File: src/rtl/serial_rx16.sv
module serial_rx16 #(
  parameter int OSR = 16
) (
  input  logic       clk,
  input  logic       rst_n,
  input  logic       tick16,
  input  logic       rx_line,
  input  logic [1:0] word_len,
  output logic [7:0] rx_byte,
  output logic       rx_valid,
  output logic       rx_frame_err,
  output logic       rx_break
);
  localparam int CW = $clog2(OSR);
  localparam logic [CW-1:0] MID  = CW'(OSR/2 - 1);
  localparam logic [CW-1:0] LAST = CW'(OSR - 1);

  typedef enum logic [1:0] {HUNT, START, DATA, STOP} st_t;

  st_t           st;
  logic [CW-1:0] cnt;
  logic [2:0]    idx;
  logic [1:0]    len_q;
  logic [7:0]    shreg;
  logic          s1, s2, s3;

  wire fall     = s3 & ~s2;
  wire at_mid   = tick16 && cnt == MID;
  wire at_bit   = tick16 && cnt == LAST;
  wire last_bit = idx == (3'd4 + {1'b0, len_q});

  always_ff @(posedge clk or negedge rst_n)
    if (!rst_n) {s1, s2, s3} <= 3'b111;
    else        {s1, s2, s3} <= {rx_line, s1, s2};

  always_ff @(posedge clk or negedge rst_n) begin
    if (!rst_n) begin
      st           <= HUNT;
      cnt          <= '0;
      idx          <= '0;
      len_q        <= '0;
      shreg        <= '0;
      rx_byte      <= '0;
      rx_valid     <= 1'b0;
      rx_frame_err <= 1'b0;
      rx_break     <= 1'b0;
    end else begin
      rx_valid <= 1'b0;
      unique case (st)
        HUNT:
          if (fall) begin
            st  <= START;
            cnt <= '0;
          end
        START:
          if (at_mid) begin
            if (!s2) begin
              st    <= DATA;
              cnt   <= '0;
              idx   <= '0;
              shreg <= '0;
              len_q <= word_len;
            end else begin
              st <= HUNT;
            end
          end else if (tick16) begin
            cnt <= cnt + 1'b1;
          end
        DATA:
          if (at_bit) begin
            shreg[idx] <= s2;
            cnt        <= '0;
            if (last_bit) st  <= STOP;
            else          idx <= idx + 1'b1;
          end else if (tick16) begin
            cnt <= cnt + 1'b1;
          end
        STOP:
          if (at_bit) begin
            rx_byte      <= shreg;
            rx_frame_err <= ~s2;
            rx_break     <= ~s2 && shreg == 8'h00;
            rx_valid     <= 1'b1;
            st           <= HUNT;
          end else if (tick16) begin
            cnt <= cnt + 1'b1;
          end
        default: st <= HUNT;
      endcase
    end
  end
endmodule


File: config.mk
export PLATFORM = sky130hd
export DESIGN_NAME = serial_rx16
export DESIGN_NICKNAME = d
export VERILOG_FILES = /design/src/rtl/serial_rx16.sv
export SDC_FILE = /design/constraint.sdc
export NUM_CORES = 1
export LEC_CHECK = 0
export ABC_AREA = 0
export BUFFER_PORTS_ARGS = -buffer_cell sky130_fd_sc_hd__buf_2
export CORE_ASPECT_RATIO = 1.4
export CORE_MARGIN = 2
export CORE_UTILIZATION = 55
export DETAILED_ROUTE_END_ITERATION = 7
export PLACE_DENSITY = 0.71
export REMOVE_ABC_BUFFERS = 1
export SYNTH_ARGS = -nofsm -noshare
export SYNTH_HDL_FRONTEND = slang
export SYNTH_SLANG_ARGS = --single-unit
File: constraint.sdc
create_clock -name clk -period 2.9 [get_ports clk]
set_clock_uncertainty 0.1 [all_clocks]
set_input_delay 0.29 -clock clk [delete_from_list [all_inputs] [get_ports clk]]
set_output_delay 0.29 -clock clk [all_outputs]
set_load 0.01 [all_outputs]
==> results of run 1 <==
==> worst paths after layout <==
| path | end | from | depth (start not counted) |
|---|---|---|---|
| max in group asynchronous | idx[0] | rst_n | 2 |
| min in group asynchronous | rx_byte[0] | rst_n | 2 |
| worst min register to register | s2 | s1 | 0 |
| worst max-delay path | len_q[0] | cnt[0] | 5 |
| worst max register to register | len_q[0] | cnt[0] | 5 |
| worst min-delay path | len_q[1] | word_len[1] | 2 |
==> sequential cells by signal, summed over array words and instances, names as in the netlist, 2 cells and up, named ones only <==
signal   cells
rx_byte      8
len_q        2
idx          3
shreg        8
cnt          4
==> through the flow <==
step	hold WS (ns)	setup slack (ns)	area (µm²)	std cells	power, µW
global route	0.143	0.719	1870	226	1670
floorplan	-0.106	1.09	1640	163	1080
global placement	0.246	1.00	1770	216	1190
finish	0.135	0.894	1870	226	1560
detailed placement	0.252	0.883	1770	216	1230
CTS	0.130	0.887	1870	226	1570
==> cells in the final DEF (no fill, tap or decap), drive strengths merged, types with 3 or more instances in the layout <==
master / Yosys / layout
clkbuf: 2 / 5
nor2: 12 / 12
xnor2: 4 / 4
clkinv: 1 / 3
o221ai: 3 / 3
o21ai: 11 / 11
a221o: 4 / 4
inv: 8 / 8
and3: 7 / 7
nor2b: 4 / 4
o41ai: 3 / 3
a21oi: 6 / 6
nor3: 4 / 4
dfstp: 3 / 3
a31oi: 4 / 4
nand2b: 3 / 3
dfrtp: 30 / 30
nand2: 26 / 26
nand3: 9 / 9
buf: 7 / 16
==> area by class of cell <==
class	instances	area, µm²
well taps	37	46.3
inverters	9	38.8
fillers	244	1030
clock buffers	5	68.8
flip-flops and latches	33	830
multi-input cells	121	772
clock inverters	3	17.5
repair buffers	18	100
==> power by group <==
part           internal [µW]  leakage, µW  switching (µW)
clock                    165    0.0000439             175
combinational            235     0.000429             288
sequential               559     0.000421             140
==> metal layers <==
| layer | up-vias | wire [µm] |
|---|---|---|
| met2 | 36 | 1980 |
| met5 | - | 0 |
| met3 | 7 | 142 |
| met4 | 0 | 62 |
| li1 | 653 | - |
| met1 | 668 | 1410 |
==> cells by family (layout without fill, tap and decap cells) <==
family | after synthesis | count (layout) | share of synthesized area (%)
xor+xnor | 4 | 4 | 2.06
flops | 33 | 33 | 48.8
compound gates | 40 | 40 | 17.8
buf+inv | 18 | 35 | 5.88
mux | 2 | 2 | 1.32
fa+ha+maj | 2 | 2 | 1.47
simple gates | 73 | 73 | 22.7
==> repair_timing <==
item / CTS / global route
hold endpoints to repair: 31 / 0
endpoints found under the setup margin: 0 / 0
hold buffers: 2 / 0
==> summary.txt, run 1 <==
STA
  – Clock period minus worst slack: 2.01 ns
  – Final period util: 69.2%
  – Final hold viol count: 0
  – RSZ-0062 raised after global routing: no
  – Measured slew at the worst slew-check pin: 0.734 ns
  – Slew HR: 51.1%
  – Final setup violating endpoints: 0
  – Setup TNS: 0 ns
  – Fmax: 498 MHz
  – Fin. max-slew vios: 0

Global route
  – Grt met1 use: 26.5%
  – Largest net degree at the start of global routing: 34
  – Met2 Use GR: 41.8%
  – Global routing's busiest layer: met2
  – First-pass GRT wire length: 6.32 mm
  – Vias in the first global route: 1395
  – GR Overflow Total: 0
  – Total GRT Usage: 23.7%
  – Routing usage on met3: 5.17%
  – Initial antenna violation count: 0

Synth
  – Post-Syn Instances: 172
  – Commonest cells post-synth: dfrtp_1 (30), nand2_1 (26), nor2_1 (12)
  – Area leader, netlist: dfrtp_1
  – Asr flop ratio synth: 100%
  – Yosys warning total: 0
  – Synth Register Bits: 33
  – Top_reg_cell synth: dfrtp_1
  – Synth Cell Area: 1700 µm²
  – Count leader, synth: dfrtp_1
  – Post-synthesis sequential area ratio: 48.8%
  – Top post-synthesis cells by area: dfrtp_1 (44%), nand2_1 (5.7%), dfstp_2 (4.6%)
  – Unique masters post-synth: 45
  – EDFF count, synth: 0
  – Top cell type's share of synthesized area: 44.1%
  – Synthesized area per cell: 9.89 µm²

Routing
  – Vias: 1364
  – Vias per cell: 6.04
  – Final ANT Viol Nets: 0
  – WL/cell: 15.9 µm
  – DRC violations left: 0
  – Iteration count of the initial detailed-routing pass: 4
  – Total wire length: 3.59 mm
  – Initial drt markers: 51

Setup path
  – Slowest CP cell: and4_1
  – Cell breakdown of the critical path: ha_1 > and4_1 > o22ai_2 > nor2_1 > mux2_2
  – Crit path kind: flop to flop
  – Crit Path Max Fanout: 7
  – Crit-path max cell delay: 0.42 ns
  – Buf/Inv on CP: 0
  – R2R Setup Slk: 0.89 ns
  – Startpoint types: flop
  – Crit end category: flop
  – Worst path required time: 2.97 ns
  – Worst EP arrival: 2.08 ns
  – Crit-path leading delay family: simple AND/OR/NAND/NOR gates

Clock tree
  – Post-CTS Setup Repair Bufs: 0
  – Bufs on Longest Clock Path: 2
  – Cts repair resizes: 0
  – CTS clk-pin slew, worst paths: 0.06 ns
  – Clk_lat worst skew: 0.29 ns
  – TritonCTS clock tree: done
  – CTS buffer count: 5
  – Clk sinks: 33
  – H-tree depth: 2
  – Clock Root Buffer: clkbuf_8

Cells and area
  – Ant. Diodes: 0
  – Post-Route Utilization: 64.4%
  – Layout cells sized above 1: 22.2%
  – Area growth from synthesis to layout: 10.1%
  – Final #Nets: 196

Power and ir drop
  – Maximum VDD drop: 622 µV
  – Leakage: 0.000893 µW
  – Pwr per Cell Area: 834 nW/µm²

Placement
  – GP Congestion: 0.880
  – DP HPWL: 2.62 mm
  – Buffers on Ports: 16

Floorplanning
  – Die W: 51.0 µm
  – Initial Utilization: 58.5%
  – Die area: 3560 µm²
  – Core area: 2910 µm²
  – Num rows: 23
  – Die Y: 69.8 µm
  – IO Pins: 17

Min path
  – HP Class: input port to flop

Outcome
  – Outcome: finished, final reports clean

Job
  – Max_cap viols: 0
Note: power is estimated with default switching activity, not from simulation.
==> run 2: changes to the inputs <==
--- a/config.mk
+++ b/config.mk
@@ -5,13 +5,13 @@
 export SDC_FILE = /design/constraint.sdc
 export NUM_CORES = 1
 export LEC_CHECK = 0
-export ABC_AREA = 0
+export ABC_AREA = 1
 export BUFFER_PORTS_ARGS = -buffer_cell sky130_fd_sc_hd__buf_2
 export CORE_ASPECT_RATIO = 1.4
 export CORE_MARGIN = 2
-export CORE_UTILIZATION = 55
+export CORE_UTILIZATION = 52
 export DETAILED_ROUTE_END_ITERATION = 7
-export PLACE_DENSITY = 0.71
+export PLACE_DENSITY = 0.7
 export REMOVE_ABC_BUFFERS = 1
 export SYNTH_ARGS = -nofsm -noshare
 export SYNTH_HDL_FRONTEND = slang
==> constraint.sdc (replaced) <==
create_clock -name clk -period 1.7 [get_ports clk]
set_clock_uncertainty 0.1 [all_clocks]
set_input_delay 0.17 -clock clk [delete_from_list [all_inputs] [get_ports clk]]
set_output_delay 0.17 -clock clk [all_outputs]
set_load 0.01 [all_outputs]
==> run 2 against run 1 <==
Count of clock-buffer cells in the layout increased by 2. Combinational power increased by 28%. Final cell count increased by 23%. Critical path type unchanged.
==> summary.txt, run 2 <==
Clock tree
  – Bufs on Longest Clock Path: 2 (unchanged)
  – Clk sinks: 33 (unchanged)
  – Clock Root Buffer: clkbuf_8
  – CTS buffer count: 5 (unchanged)
  – H-tree depth: 2 (unchanged)
  – Clk_lat worst skew: 0.29 ns (about the same)
  – TritonCTS clock tree: done
  – CTS clk-pin slew, worst paths: 0.07 ns (about the same)

Synth
  – Top cell type's share of synthesized area: 43.7% (-0.42 points)
  – Top post-synthesis cells by area: dfrtp_1 (44%), nand2_1 (16%), dfstp_2 (4.6%)
  – Post-synthesis sequential area ratio: 48.3% (-0.46 points)
  – EDFF count, synth: 0 (unchanged)
  – Top_reg_cell synth: dfrtp_1
  – Area leader, netlist: dfrtp_1
  – Synth Register Bits: 33 (unchanged)
  – Post-Syn Instances: 216 (+26%)
  – Synthesized area per cell: 7.95 µm² (-20%)
  – Yosys warning total: 0 (unchanged)
  – Asr flop ratio synth: 100% (unchanged)
  – Count leader, synth: nand2_1
  – Synth Cell Area: 1720 µm² (+0.96%)
  – Unique masters post-synth: 28 (-38%)
  – Commonest cells post-synth: nand2_1 (73), dfrtp_1 (30), inv_1 (19)

Routing
  – Total wire length: 3.59 mm (about the same)
  – Final ANT Viol Nets: 0 (unchanged)
  – DRC violations left: 0 (unchanged)
  – Vias per cell: 5.31 (-12%)
  – Vias: 1476 (+8.2%)
  – Initial drt markers: 30 (-41%)
  – Iteration count of the initial detailed-routing pass: 5 (+1)
  – WL/cell: 12.9 µm (-19%)

STA
  – Final period util: 96.2% (+27 points)
  – Final setup violating endpoints: 0 (unchanged)
  – RSZ-0062 raised after global routing: yes
  – Final hold viol count: 0 (unchanged)
  – Measured slew at the worst slew-check pin: 0.717 ns (-0.0173 ns)
  – Hold_ws: 0.0535 ns (-0.0815 ns)
  – Setup TNS: 0 ns (unchanged)
  – Slew HR: 52.2% (+1.2 points)
  – Clock period minus worst slack: 1.64 ns (-0.371 ns)
  – Fin. max-slew vios: 0 (unchanged)
  – Fmax: 611 MHz (+23%)

Cells and area
  – Layout cells sized above 1: 22.2% (-0.046 points)
  – Post-Route Utilization: 64.1% (-0.34 points)
  – Most common library cell in the layout ignoring fill and taps: nand2_1
  – Most frequent cells in the layout: nand2_1 (72), dfrtp_1 (28), inv_1 (19), buf_2 (16), nor2_1 (13)
  – Final #Nets: 246 (+26%)
  – Area growth from synthesis to layout: 16.5%
  – Post-Layout Cell Count: 278 (+23%)
  – Count of fill cells added during filler insertion: 265 (+8.6%)
  – Top Registers: rx_byte x8, shreg x8, cnt x4
  – Ant. Diodes: 0 (unchanged)

Setup path
  – Crit end category: flop
  – Crit-path max cell delay: 0.44 ns (+0.02 ns)
  – Crit Reg-Reg Startpoint: cnt[1]
  – Startpoint types: flop
  – Crit path kind: flop to flop
  – Worst EP arrival: 1.70 ns (-0.38 ns)
  – Crit path launch: cnt[1]
  – Worst path required time: 1.76 ns (-1.21 ns)
  – Crit-path leading delay family: simple AND/OR/NAND/NOR gates
  – Buf/Inv on CP: 0 (unchanged)
  – Most common cell on crit path: nand2_1
  – R2R depth: 8 (+3)
  – R2R Setup Slk: 0.06 ns (-0.83 ns)
  – FF-to-FF End: idx[2]
  – Cell breakdown of the critical path: ha_4 > nand4_1 > nand2_2 > nand2_2 > nor2_4 > nand2_1 > nand2_1 > nand2_1
  – Crit Path Max Fanout: 4 (-3)
  – Slowest CP cell: dfrtp_1

Power and ir drop
  – Switching portion of total power: 34.3% (-4.4 points)
  – Seq pwr share: 41.2% (-3.5 points)
  – Logic gate share of total power: 27.7% (-5.8 points)
  – Pwr per Cell Area: 1210 nW/µm² (+45%)
  – Clock share of power: 31.1% (+9.3 points)
  – Pint: 1600 µW (+66%)
  – Maximum VDD drop: 782 µV (+26%)
  – Leakage: 0.000997 µW (+12%)
  – Total power: 2430 µW (+55%)
  – Net Sw Power: 831 µW (+38%)

Global route
  – Total GRT Usage: 21.2% (-2.5 points)
  – Vias in the first global route: 1355 (-2.9%)
  – Met2 Use GR: 36.3% (-5.6 points)
  – Largest net degree at the start of global routing: 34 (unchanged)
  – Initial antenna violation count: 0 (unchanged)
  – Global routing's busiest layer: met2
  – Grt met1 use: 23.7% (-2.8 points)
  – GR Overflow Total: 0 (unchanged)
  – Routing usage on met3: 6.38% (+1.2 points)
  – First-pass GRT wire length: 6.00 mm (-5.1%)

Job
  – Max_cap viols: 0 (unchanged)

Floorplanning
  – Initial Utilization: 55.0% (-3.5 points)
  – IO Pins: 17 (unchanged)
  – Die Y: 72.0 µm (+3.1%)
  – Die W: 52.6 µm (+3.1%)
  – Core area: 3120 µm² (+7.4%)
  – Num rows: 24 (+4.3%)
  – Die area: 3790 µm² (+6.3%)

Outcome
  – Outcome: finished, final reports clean

Placement
  – # placed instances: 268 (+24%)
  – GP Congestion: 0.922 (+4.8%)
  – DP HPWL: 2.57 mm (-2.0%)
  – Buffers on Ports: 16 (unchanged)

Min path
  – WHS Path Cells: 3 (+1)
  – Hold EP: len_q[1]
  – Hold wc startpoint: word_len[1]
  – HP Class: input port to flop
==> run 2: per-stage QoR <==
stage | instance area (µm²) | worst slack [ns]
2_1_floorplan | 1680 | 0.129
3_3_place_gp | 1830 | 0.124
3_5_place_dp | 1830 | -0.000433
4_1_cts | 1970 | 0.0378
5_1_grt | 2000 | -0.0179
6_report | 2000 | 0.0643
==> run 2: layout make-up <==
type / instances / area (µm²) / area share [%]
clock buffer: 7 / 86.3 / 4.31
clock inverter: 1 / 30.0 / 1.50
inverter: 23 / 90.1 / 4.50
multi-input combinational: 154 / 792 / 39.6
sequential: 33 / 832 / 41.6
tap: 39 / 48.8 / 2.44
timing repair buffer: 21 / 123 / 6.13
==> run 2: worst max-delay path by stage <==
stage,to,slack (ns),cells past startpoint
finish,idx[2],0.06,8
global route,shreg[0],-0.02,7
CTS,shreg[0],0.04,8
detailed placement,shreg[0],-0.0004,8
global placement,flop,0.12,8
floorplan,rx_byte[5],0.13,7
==> run 2: cells by family (layout without fill, tap and decap cells) <==
kind of cell,Yosys count,after routing,synth area share [%]
xor+xnor,3,3,1.53
flops,33,33,48.3
buf+inv,29,52,7.06
fa+ha+maj,2,2,1.46
compound gates,25,25,8.38
simple gates,124,124,33.3
==> run 2: worst reg2reg max path: stages, from the launching register on <==
cell	delay, ns
dfrtp_1	0.44
ha_4	0.20
nand4_1	0.19
nand2_2	0.15
nand2_2	0.08
nor2_4	0.12
nand2_1	0.10
nand2_1	0.08
nand2_1	0.06
==> run 2: layer usage <==
layer	vias up	share of wire [%]
li1	737	-
met3	10	3.5
met2	41	53
met1	688	41
met4	0	2.2
met5	-	0
==> run 2: power by group through the flow <==
stage	Sequential (µW)	Combinational, µW	Clock, µW
floorplan	977	490	0
global placement	990	612	0
detailed placement	997	633	0
CTS	983	644	771
global route	1010	750	803
finish	1000	672	755
==> run 2: what timing repair did <==
item	CTS	global route
gates resized for setup	1	7
endpoints found under the setup margin	4	13
endpoints found under the hold margin	31	0
buffers inserted	0	0
hold buffers	2	0
==> run 3: changes to the inputs <==
--- a/config.mk
+++ b/config.mk
@@ -11,6 +11,7 @@
 export CORE_MARGIN = 2
 export CORE_UTILIZATION = 52
 export DETAILED_ROUTE_END_ITERATION = 7
+export HOLD_SLACK_MARGIN = 0.1
 export PLACE_DENSITY = 0.7
 export REMOVE_ABC_BUFFERS = 1
 export SYNTH_ARGS = -nofsm -noshare
==> run 3 against run 2 <==
Core utilization up 0.64 points. Power is essentially flat. Non-clock buffer count rose by 2. Largest power group unchanged. Global-route usage stayed put.
==> summary.txt, run 3 (same netlist as run 2, synthesis figures left out) <==
Cells and area
  – Final #Nets: 248 (+0.81%)
  – Layout cells sized above 1: 22.0% (-0.18 points)
  – Area growth from synthesis to layout: 17.7%
  – Post-Layout Cell Count: 280 (+0.72%)
  – Top Registers: rx_byte x8, shreg x8, cnt x4
  – Ant. Diodes: 0 (unchanged)
  – Most common library cell in the layout ignoring fill and taps: nand2_1
  – Most frequent cells in the layout: nand2_1 (72), dfrtp_1 (28), inv_1 (19), buf_2 (16), nor2_1 (13)
  – Post-Route Utilization: 64.7% (+0.64 points)

Placement
  – # placed instances: 268 (unchanged)
  – Buffers on Ports: 16 (unchanged)
  – DP HPWL: 2.57 mm (unchanged)
  – GP Congestion: 0.922 (unchanged)

Floorplanning
  – Die W: 52.6 µm (unchanged)
  – Initial Utilization: 55.0% (unchanged)
  – Die area: 3790 µm² (unchanged)
  – Die Y: 72.0 µm (unchanged)
  – Core area: 3120 µm² (unchanged)
  – Num rows: 24 (unchanged)
  – IO Pins: 17 (unchanged)

Setup path
  – Startpoint types: flop
  – Slowest CP cell: dfrtp_1
  – Most common cell on crit path: nand2_1
  – Crit Path Max Fanout: 4 (unchanged)
  – Crit path kind: flop to flop
  – Cell breakdown of the critical path: ha_4 > nand4_1 > nand2_2 > nand2_2 > nor2_4 > nand2_1 > nand2_1 > nand2_1
  – Worst path required time: 1.76 ns (about the same)
  – R2R depth: 8 (unchanged)
  – Crit end category: flop
  – Crit-path max cell delay: 0.43 ns (about the same)
  – Worst EP arrival: 1.68 ns (-0.02 ns)

Clock tree
  – Clk sinks: 33 (unchanged)
  – CTS clk-pin slew, worst paths: 0.07 ns (about the same)
  – Clk_lat worst skew: 0.28 ns (about the same)
  – TritonCTS clock tree: done
  – Bufs on Longest Clock Path: 2 (unchanged)
  – H-tree depth: 2 (unchanged)
  – Clock Root Buffer: clkbuf_8
  – Post-CTS Setup Repair Bufs: 0 (unchanged)
  – CTS buffer count: 5 (unchanged)

STA
  – Clock period minus worst slack: 1.62 ns (-0.0195 ns)
  – RSZ-0062 raised after global routing: yes
  – Hold_ws: 0.204 ns (+0.151 ns)
  – Fmax: 619 MHz (+1.2%)
  – Fin. max-slew vios: 0 (unchanged)
  – Measured slew at the worst slew-check pin: 0.718 ns (+0.000704 ns)
  – Final period util: 95.1% (-1.1 points)
  – Final setup violating endpoints: 0 (unchanged)
  – Slew HR: 52.2% (about the same)
  – Final hold viol count: 0 (unchanged)

Routing
  – Total wire length: 3.59 mm (unchanged)
  – Vias: 1472 (-0.27%)
  – WL/cell: 12.8 µm (-0.71%)
  – Initial drt markers: 30 (unchanged)
  – DRC violations left: 0 (unchanged)
  – Vias per cell: 5.26 (-0.98%)
  – Final ANT Viol Nets: 0 (unchanged)
  – Iteration count of the initial detailed-routing pass: 4 (-1)

Power and ir drop
  – Total power: 2430 µW (about the same)
  – Maximum VDD drop: 780 µV (-0.17%)
  – Leakage: 0.00100 µW (+0.84%)
  – Pwr per Cell Area: 1200 nW/µm² (-1.0%)

Global route
  – Vias in the first global route: 1355 (unchanged)
  – GR Overflow Total: 0 (unchanged)
  – Largest net degree at the start of global routing: 34 (unchanged)
  – First-pass GRT wire length: 6.00 mm (unchanged)
  – Total GRT Usage: 21.2% (unchanged)
  – Initial antenna violation count: 0 (unchanged)

Job
  – Max_cap viols: 0 (unchanged)

Min path
  – HP Class: input port to flop
  – WHS Path Cells: 3 (unchanged)

Outcome
  – Outcome: finished, final reports clean
## run 3: through the flow
| stage | setup TNS, ns | instance area (µm²) | worst slack (ns) |
|---|---|---|---|
| finish | 0 | 2020 | 0.0839 |
| floorplan | 0 | 1680 | 0.129 |
| global route | -0.0343 | 2020 | -0.0179 |
| global placement | 0 | 1830 | 0.124 |
| CTS | 0 | 1990 | 0.0378 |
| detailed placement | -0.000433 | 1830 | -0.000433 |
## run 3: layout make-up
cell class / count / area, µm²
tap: 39 / 48.8
inverter: 23 / 90.1
sequential: 33 / 832
fill: 262 / 1100
clock inverter: 1 / 30.0
timing repair buffer: 23 / 143
multi-input combinational: 154 / 792
clock buffer: 7 / 86.3
## run 3: repair_timing
| item | CTS | global route |
|---|---|---|
| hold buffers | 4 | 0 |
| endpoints found under the setup margin | 4 | 13 |
| cloned | 0 | 0 |
| hold endpoints to repair | 33 | 0 |
| resized for setup | 1 | 7 |
## run 3: path summary, 6_finish.rpt
check,start,to,slack [ns]
max,cnt[1],idx[2],0.08
min in group asynchronous,rst_n,cnt[0],0.37
max in group asynchronous,rst_n,idx[0],0.61
min reg2reg,s1,s2,0.27
max reg2reg,cnt[1],idx[2],0.08
min,tick16,cnt[2],0.20
## run 3: per-layer routing
layer	track usage [%]	share of wire (%)
met5	0	0
met4	9.40	2.2
met3	6.38	3.6
met2	36.3	54
met1	23.7	40
## run 3: power by group
| part | switching (µW) | internal, µW | total [µW] |
|---|---|---|---|
| clock | 273 | 478 | 751 |
| combinational | 424 | 251 | 675 |
| sequential | 129 | 870 | 1000 |
| total | 827 | 1600 | 2430 |
## run 3: critical path, delay by kind of cell, from the launching register on
family / cells / cell delay, ns
and+or+nand+nor: 7 / 0.75
adders and majority gates: 1 / 0.20
DFF: 1 / 0.43
